## src/rtl/can_rxq_pkg.sv

```systemverilog
package can_rxq_pkg;
  localparam int BYTE_W = 8;

  // advance a circular position, wrapping at the given limit
  function automatic int unsigned step_wrap(int unsigned pos, int unsigned lim);
    return (pos + 1 >= lim) ? 0 : pos + 1;
  endfunction
endpackage

```

## src/rtl/rxq_assembly.sv

```systemverilog
module rxq_assembly
  import can_rxq_pkg::*;
#(
  parameter int REC_BYTES = 14,
  localparam int REC_W = REC_BYTES * BYTE_W,
  localparam int IW = $clog2(REC_BYTES + 1)
) (
  input  logic              clk,
  input  logic              rst,
  input  logic              fin_vld,
  input  logic              fin_sof,
  input  logic [BYTE_W-1:0] fin_byte,
  input  logic              acc_stb,
  output logic [REC_W-1:0]  rec_o,
  output logic              commit_o
);
  logic [IW-1:0] idx_q;
  logic          done;

  assign done     = (idx_q == IW'(REC_BYTES));
  assign commit_o = acc_stb && done;

  always_ff @(posedge clk) begin
    if (rst) begin
      idx_q <= '0;
    end else if (fin_vld && fin_sof) begin
      idx_q <= IW'(1);
    end else if (commit_o) begin
      idx_q <= '0;
    end else if (fin_vld && !done) begin
      idx_q <= idx_q + IW'(1);
    end
  end

  for (genvar b = 0; b < REC_BYTES; b++) begin : g_byte
    logic hit;
    assign hit = fin_vld && (fin_sof ? (b == 0) : (idx_q == IW'(b)));
    always_ff @(posedge clk) begin
      if (hit) rec_o[b*BYTE_W +: BYTE_W] <= fin_byte;
    end
  end
endmodule

```

## src/rtl/rxq_depth.sv

```systemverilog
module rxq_depth #(
  parameter int N_FIXED = 2,
  parameter int N_PROG  = 6,
  localparam int MAX_D  = N_FIXED + N_PROG,
  localparam int DW     = $clog2(MAX_D + 1)
) (
  input  logic              clk,
  input  logic              rst,
  input  logic              cfg_wr,
  input  logic [N_PROG-1:0] cfg_dir,
  output logic [DW-1:0]     depth_o
);
  logic [DW-1:0] depth_n;

  always_comb begin
    depth_n = DW'(MAX_D);
    for (int i = N_PROG - 1; i >= 0; i--) begin
      if (cfg_dir[i]) depth_n = DW'(N_FIXED + i);
    end
  end

  always_ff @(posedge clk) begin
    if (rst)         depth_o <= DW'(MAX_D);
    else if (cfg_wr) depth_o <= depth_n;
  end
endmodule

```

## src/rtl/rxq_store.sv

```systemverilog
module rxq_store
  import can_rxq_pkg::*;
#(
  parameter int MAX_D = 8,
  parameter int REC_W = 112,
  localparam int PW = (MAX_D > 1) ? $clog2(MAX_D) : 1,
  localparam int CW = $clog2(MAX_D + 1)
) (
  input  logic             clk,
  input  logic             rst,
  input  logic [CW-1:0]    depth,
  input  logic             flush,
  input  logic             wr_req,
  input  logic [REC_W-1:0] wr_rec,
  input  logic             pop,
  input  logic             ovf_clr,
  output logic [REC_W-1:0] rd_rec,
  output logic             rd_vld,
  output logic             empty_o,
  output logic             full_o,
  output logic             ovf_o
);
  logic [REC_W-1:0] mem [MAX_D];
  logic [PW-1:0]    wp_q, rp_q;
  logic [CW-1:0]    cnt_q, cnt_n;
  logic             do_wr, do_rd;

  assign do_wr = wr_req && !full_o && !flush;
  assign do_rd = pop && !empty_o && !flush;

  always_comb begin
    cnt_n = cnt_q;
    if (flush) cnt_n = '0;
    else if (do_wr && !do_rd) cnt_n = cnt_q + CW'(1);
    else if (do_rd && !do_wr) cnt_n = cnt_q - CW'(1);
  end

  always_ff @(posedge clk) begin
    if (rst) begin
      wp_q    <= '0;
      rp_q    <= '0;
      cnt_q   <= '0;
      empty_o <= 1'b1;
      full_o  <= 1'b0;
      rd_vld  <= 1'b0;
    end else begin
      if (flush) begin
        wp_q <= '0;
        rp_q <= '0;
      end else begin
        if (do_wr) wp_q <= PW'(step_wrap(int'(wp_q), int'(depth)));
        if (do_rd) rp_q <= PW'(step_wrap(int'(rp_q), int'(depth)));
      end
      cnt_q   <= cnt_n;
      empty_o <= (cnt_n == '0);
      full_o  <= !flush && (cnt_n == depth);
      rd_vld  <= do_rd;
    end
  end

  always_ff @(posedge clk) begin
    if (rst)                            ovf_o <= 1'b0;
    else if (wr_req && full_o && !flush) ovf_o <= 1'b1;
    else if (ovf_clr)                   ovf_o <= 1'b0;
  end

  always_ff @(posedge clk) begin
    if (do_wr) mem[wp_q] <= wr_rec;
  end

  always_ff @(posedge clk) begin
    if (do_rd) rd_rec <= mem[rp_q];
  end
endmodule

```

## src/rtl/can_rx_queue.sv

```systemverilog
module can_rx_queue
  import can_rxq_pkg::*;
#(
  parameter int N_FIXED   = 2,
  parameter int N_PROG    = 6,
  parameter int REC_BYTES = 14,
  localparam int MAX_D    = N_FIXED + N_PROG,
  localparam int DW       = $clog2(MAX_D + 1),
  localparam int REC_W    = REC_BYTES * BYTE_W
) (
  input  logic              clk,
  input  logic              rst,
  input  logic              fin_vld,
  input  logic              fin_sof,
  input  logic [BYTE_W-1:0] fin_byte,
  input  logic              acc_stb,
  input  logic              cfg_wr,
  input  logic [N_PROG-1:0] cfg_dir,
  input  logic              ovf_clr,
  input  logic              pop,
  output logic [REC_W-1:0]  rd_rec,
  output logic              rd_vld,
  output logic              q_empty,
  output logic              q_full,
  output logic              q_ovf,
  output logic [DW-1:0]     q_depth
);
  logic [REC_W-1:0] asm_rec;
  logic             commit;

  rxq_assembly #(.REC_BYTES(REC_BYTES)) u_asm (
    .clk(clk), .rst(rst), .fin_vld(fin_vld), .fin_sof(fin_sof),
    .fin_byte(fin_byte), .acc_stb(acc_stb), .rec_o(asm_rec), .commit_o(commit)
  );

  rxq_depth #(.N_FIXED(N_FIXED), .N_PROG(N_PROG)) u_depth (
    .clk(clk), .rst(rst), .cfg_wr(cfg_wr), .cfg_dir(cfg_dir), .depth_o(q_depth)
  );

  rxq_store #(.MAX_D(MAX_D), .REC_W(REC_W)) u_store (
    .clk(clk), .rst(rst), .depth(q_depth), .flush(cfg_wr),
    .wr_req(commit), .wr_rec(asm_rec), .pop(pop), .ovf_clr(ovf_clr),
    .rd_rec(rd_rec), .rd_vld(rd_vld), .empty_o(q_empty), .full_o(q_full),
    .ovf_o(q_ovf)
  );
endmodule

```

## config.mk

```make
export PLATFORM = sky130hd
export DESIGN_NAME = can_rx_queue
export DESIGN_NICKNAME = d
export VERILOG_FILES = /design/src/rtl/can_rxq_pkg.sv /design/src/rtl/rxq_assembly.sv /design/src/rtl/rxq_depth.sv /design/src/rtl/rxq_store.sv /design/src/rtl/can_rx_queue.sv
export SDC_FILE = /design/constraint.sdc
export NUM_CORES = 1
export LEC_CHECK = 0
export BUFFER_PORTS_ARGS = -buffer_cell sky130_fd_sc_hd__buf_2
export CAP_MARGIN = 25
export CORE_ASPECT_RATIO = 1.25
export CORE_MARGIN = 1.5
export CORE_UTILIZATION = 35
export CTS_BUF_LIST = sky130_fd_sc_hd__clkbuf_8
export DETAILED_ROUTE_END_ITERATION = 6
export PLACE_DENSITY_LB_ADDON = 0.15
export SETUP_SLACK_MARGIN = 0.4
export SYNTH_ARGS = -nofsm -noshare
export SYNTH_HDL_FRONTEND = slang
export SYNTH_HIERARCHICAL = 1
export SYNTH_SLANG_ARGS = --single-unit
```

## constraint.sdc

```tcl
create_clock -name clk -period 21.4 [get_ports clk]
set_input_delay 2.14 -clock clk [delete_from_list [all_inputs] [get_ports clk]]
set_output_delay 2.14 -clock clk [all_outputs]
set_load 0.02 [all_outputs]
```

==> impl_metrics.ini, run 1 <==
[min_path]
hold_class = flop to flop

[routing]
routedWlPerCell_microns = 24.62
drtAntennaViolNets = 0
wirelength_microns = 92100
drc_errors = 0
drt-initial-drc-count = 1089
vias_per_cell = 4.903
via_count = 18340
first_pass_iters = 7

[floorplan]
die_height_microns = 389.6
rows = 141
die_area_sq_um = 121700
ioPinCount = 142
die_w_microns = 312.3
start_util_pct = 35.35
coreArea_sq_um = 118400

[clocking]
cts_resized = 0
ctsHoldBuffers = 0
cts_buffers = 177
post_cts_buffers = 0
cts_tree = yes
cts_htree_levels = 4
clockBufferDepth = 3
clk_latency_ns = 0.86
path_clk_slew_ns = 0.06
clock_sinks = 1142
cts_root_buf = clkbuf_8

[sta]
fin_crit_sh_pct = 23.45
fin_tns_setup_ns = 0
rsz0062_at_grt = no
slew_viol_final = 0
skew_ns = 0.03589
fin_ws_ns = 16.38
period_needed_ns = 5.018
fmax_mhz = 199.3
finalSetupViolCount = 0
timing.hold.ws_ns = 0.4779
hold_viol_final = 0
max_slew_margin_pct = 31.98
worstMarginPinSlew_ns = 1.020

[yosys]
synth_common_cells = edfxtp_1, mux4_2, mux2_2
yosysSeqAreaShare_pct = 81.43
ys_warn_count = 6
syn_area_sq_um = 41850
synthCells = 1725
synth_area_leaders = edfxtp_1, mux4_2, mux2_2, dfxtp_1, ha_1
synthDistinctLibCells = 49
ys.flop_type = edfxtp_1
synth_edf_count = 1120
syn_avg_cell_area_sq_um = 24.26
ys_seq_elements = 1142
async_flop_share_pct = 0
yosysMostFrequentCell = edfxtp_1
synth_top_area_share_pct = 80.37
synth_top_area_cell = edfxtp_1
synth_nets = 1763

[placed_design]
port_buffers = 141
pre_cts_ws_ns = 15.29
place_congestion = 0.7103
dp_hpwl_microns = 47900
dp_cells = 3417

[grt]
grt_overflow = 0
grt_pass1_wl_microns = 135000
track_usage_pct = 15.38
antenna_found_initial = 9
grt_pass1_vias = 20150
grt_max_degree = 106

[worst_setup_path]
cp-end-kind = flop
start_kind = input port
crit_fanout = 55
cp.arrival_ns = 5.52
worstSetupPathType = input port to flop
required_ns = 21.90

[run]
maxCapViolations = 0

[finish]
multi_input_area_sq_um = 7460
final_net_count = 2069
nFillCells = 10370
fin_cells = 3741
syn2layout_area_growth_pct = 15.01
drive_above_1_share_pct = 35.52
seq_area_sq_um = 34080

[power_and_ir_drop]
irDropWorstVdd_mv = 0.05936
p_per_area_nw_per_um2 = 85.14
leakage_nw = 14.99
fin_total_pwr_w = 0.004097

[run_status]
status = finished, final reports clean
-- metrics by stage --
step	util, %	area (sq um)
after CTS	40.49	47930
after detailed placement	37.84	44800
final	40.65	48120
after global routing	40.65	48120
after global placement	37.63	44540
after floorplan	-	41850
-- worst paths after layout --
path,startpoint,end,slack (ns),cells after the start
worst max register to register,u_asm/idx_q[0]$_SDFFE_PP0P_,u_store/mem[6][76]$_DFFE_PP_,17.06,10
worst min-delay path,u_store/ovf_o$_SDFFE_PP0P_,u_store/ovf_o$_SDFFE_PP0P_,0.48,2
worst max-delay path,acc_stb,u_store/mem[6][76]$_DFFE_PP_,16.38,9
worst min register to register,u_store/ovf_o$_SDFFE_PP0P_,u_store/ovf_o$_SDFFE_PP0P_,0.48,2
-- cell families after synthesis --
kind of cell | share of synthesized area, %
buf+inv | 0.8821
fa+ha+maj | 0.4784
flops | 81.43
mux | 15.17
xor+xnor | 0.2302
compound gates | 0.5711
simple gates | 1.244
-- layer usage --
metal  track usage [%]  wire length (microns)
met1             19.52                  39120
met3             3.260                   3779
met5                 0                      0
met2             26.25                  47170
met4             5.031                   2019
-- sequential cells by signal, indices dropped and copies added (netlist names) --
name and flops:
u_store/wp_q 3, u_asm/rec_o 112, u_store/empty_o 1, u_store/rd_rec 112
u_store/rp_q 3, u_asm/idx_q 4, u_store/ovf_o 1, u_store/full_o 1
u_store/rd_vld 1, u_store/mem 896, u_depth/depth_o 4, u_store/cnt_q 4
-- placed cells by master (no fill, tap or decap), types with 6 or more instances in the layout --
cell type / n
clkinvlp_4: 7
nor3_1: 6
mux2_2: 113
inv_1: 75
edfxtp_1: 1120
o21ai_0: 7
xnor2_1: 6
ha_1: 16
mux4_2: 224
nand2_1: 14
nand2b_1: 7
nor2_1: 24
buf_4: 35
nor3_2: 7
clkinv_1: 43
dfxtp_1: 19
clkinv_2: 12
a21oi_1: 15
buf_2: 141
clkbuf_8: 183
buf_16: 12
-- power by group --
group          internal [W]  switching [W]  total [W]
clock network      0.000819       0.000825    0.00164
logic            0.00000492      0.0000176  0.0000226
registers           0.00243     0.00000378    0.00243
total               0.00325       0.000847    0.00410
-- area by class of cell --
type	count	area share, %
Clock inverter	132	1.336
Inverter	13	0.1014
Clock buffer	181	5.176
Sequential cell	1142	70.82
Antenna cell	3	0.01560
Multi-Input combinational cell	500	15.50
Tap cell	1573	4.090
Timing Repair Buffer	197	2.956
-- critical path: stages --
cell	delay, ns
buf_2	0.14
nand4_1	0.25
inv_1	0.21
nor3b_1	0.50
nand2_1	0.38
nor2_4	0.18
buf_4	0.78
buf_4	0.58
buf_12	0.30
Note: power is estimated with default switching activity, not from simulation.
==> run 2: changes to the inputs <==
==> constraint.sdc (replaced) <==
create_clock -name clk -period 5.2 [get_ports clk]
set_input_delay 0.52 -clock clk [delete_from_list [all_inputs] [get_ports clk]]
set_output_delay 0.52 -clock clk [all_outputs]
set_load 0.02 [all_outputs]
==> impl_metrics.ini, run 2 (synthesis results as in run 1) <==
[grt]
grt_pass1_vias = 20150
grt_max_degree = 108
track_usage_pct = 15.43
antenna_found_initial = 7
grt_overflow = 0
grt_pass1_wl_microns = 134900

[floorplan]
coreArea_sq_um = 118400
rows = 141
ioPinCount = 142
die_area_sq_um = 121700
die_w_microns = 312.3
start_util_pct = 35.35
die_height_microns = 389.6

[placed_design]
placed_area_sq_um = 44870
pre_cts_ws_ns = 1.565
dp_hpwl_microns = 46130
port_buffers = 141
place_congestion = 0.7030

[sta]
max_slew_margin_pct = 33.84
fmax_mhz = 281.0
fin_ws_ns = 1.641
fin_tns_setup_ns = 0
rsz0062_at_grt = no
period_needed_ns = 3.559
hold_viol_final = 0
slew_viol_final = 0
skew_ns = 0.04688
fin_crit_sh_pct = 68.44
finalSetupViolCount = 0
worstMarginPinSlew_ns = 0.9924

[finish]
final_net_count = 2082
layout.cells.most_common_list = edfxtp_1, mux4_2, clkbuf_8
regMostFlops = u_store/mem
largest_reg_flops = 896
drive_above_1_share_pct = 35.37
final_area_sq_um = 48360
syn2layout_area_growth_pct = 15.57
reg_top3 = u_store/mem x896, u_asm/rec_o x112, u_store/rd_rec x112
layout_commonest_cell = edfxtp_1

[routing]
vias_per_cell = 4.879
routedWlPerCell_microns = 24.52
drt-initial-drc-count = 1192
first_pass_iters = 7
wirelength_microns = 92300
drc_errors = 0
drtAntennaViolNets = 0
via_count = 18370

[clocking]
clock_sinks = 1142
clockBufferDepth = 3
clk_latency_ns = 0.87
cts_buffers = 180
path_clk_slew_ns = 0.06
cts_root_buf = clkbuf_8
cts_tree = yes
cts_htree_levels = 4

[worst_setup_path]
cp.arrival_ns = 4.01
worstSetupPathType = flop to flop
required_ns = 5.65
rrSetupSlack_ns = 1.64
crit_fanout = 53
cp-end-kind = flop
start_kind = flop

[run]
maxCapViolations = 0

[power_and_ir_drop]
p_per_area_nw_per_um2 = 352.3
irDropWorstVdd_mv = 0.2450
leakage_nw = 15.07

[run_status]
status = finished, final reports clean

[min_path]
hold_class = input port to flop
==> run 2: final timing paths <==
kind | startpoint | end | cells past startpoint
setup / recovery | u_asm/idx_q[2]$_SDFFE_PP0P_ | u_store/mem[6][66]$_DFFE_PP_ | 6
hold / removal | pop | u_store/rd_vld$_SDFF_PP0_ | 3
setup reg to reg | u_asm/idx_q[2]$_SDFFE_PP0P_ | u_store/mem[6][66]$_DFFE_PP_ | 6
hold reg to reg | u_store/cnt_q[3]$_SDFF_PP0_ | u_store/cnt_q[3]$_SDFF_PP0_ | 2
==> run 2: routing by layer <==
layer | global-route usage (%) | vias up | part of all wire (%) | wire length (microns)
li1 | - | 7947 | - | -
met1 | 19.53 | 9806 | 42 | 38950
met2 | 26.04 | 440 | 51 | 46830
met3 | 3.430 | 175 | 4.3 | 4015
met4 | 5.587 | 0 | 2.7 | 2511
met5 | 0 | - | 0 | 0
==> run 2: stage by stage <==
step / utilization [%] / hold WS [ns] / total power, W / instances
2_1_floorplan: - / 0.5005 / 0.01022 / 1725
3_3_place_gp: 37.86 / 0.4688 / 0.01029 / 3410
3_5_place_dp: 37.91 / 0.4746 / 0.01030 / 3414
4_1_cts: 40.81 / 0.1053 / 0.01731 / 3761
5_1_grt: 40.85 / 0.1827 / 0.01766 / 3765
6_report: 40.85 / 0.2193 / 0.01704 / 3765
==> run 2: worst max-delay path, cell delays in order, from the launching register on <==
cell     delay [ns]
dfxtp_1        0.60
nand4_1        0.38
inv_1          0.23
nor3b_1        0.50
nand2_1        0.37
nor2_4         0.23
buf_4          0.75
==> run 2: power breakdown <==
| group | internal [W] | leakage (nW) | switching, W | total, W |
|---|---|---|---|---|
| registers | 0.00999 | 10.2 | 0.0000157 | 0.0100 |
| logic | 0.0000288 | 2.93 | 0.0000767 | 0.000106 |
| clock network | 0.00348 | 1.89 | 0.00345 | 0.00693 |
==> run 2: what timing repair did <==
| item | 4_1_cts | 5_1_grt |
|---|---|---|
| setup endpoints to repair | 0 | 0 |
| gates resized for setup | 0 | 0 |
| setup buffers | 0 | 0 |
| hold endpoints to repair | 10 | 0 |
| hold buffers | 18 | 0 |
==> run 2: cell type report <==
type / instances / area, sq um
Inverter: 13 / 48.80
Antenna cell: 1 / 2.502
Multi-Input combinational cell: 500 / 7508
Sequential cell: 1142 / 34090
Fill cell: 10360 / 70020
Timing Repair Buffer: 207 / 1493
Tap cell: 1573 / 1968
Clock inverter: 142 / 680.7
Clock buffer: 187 / 2574
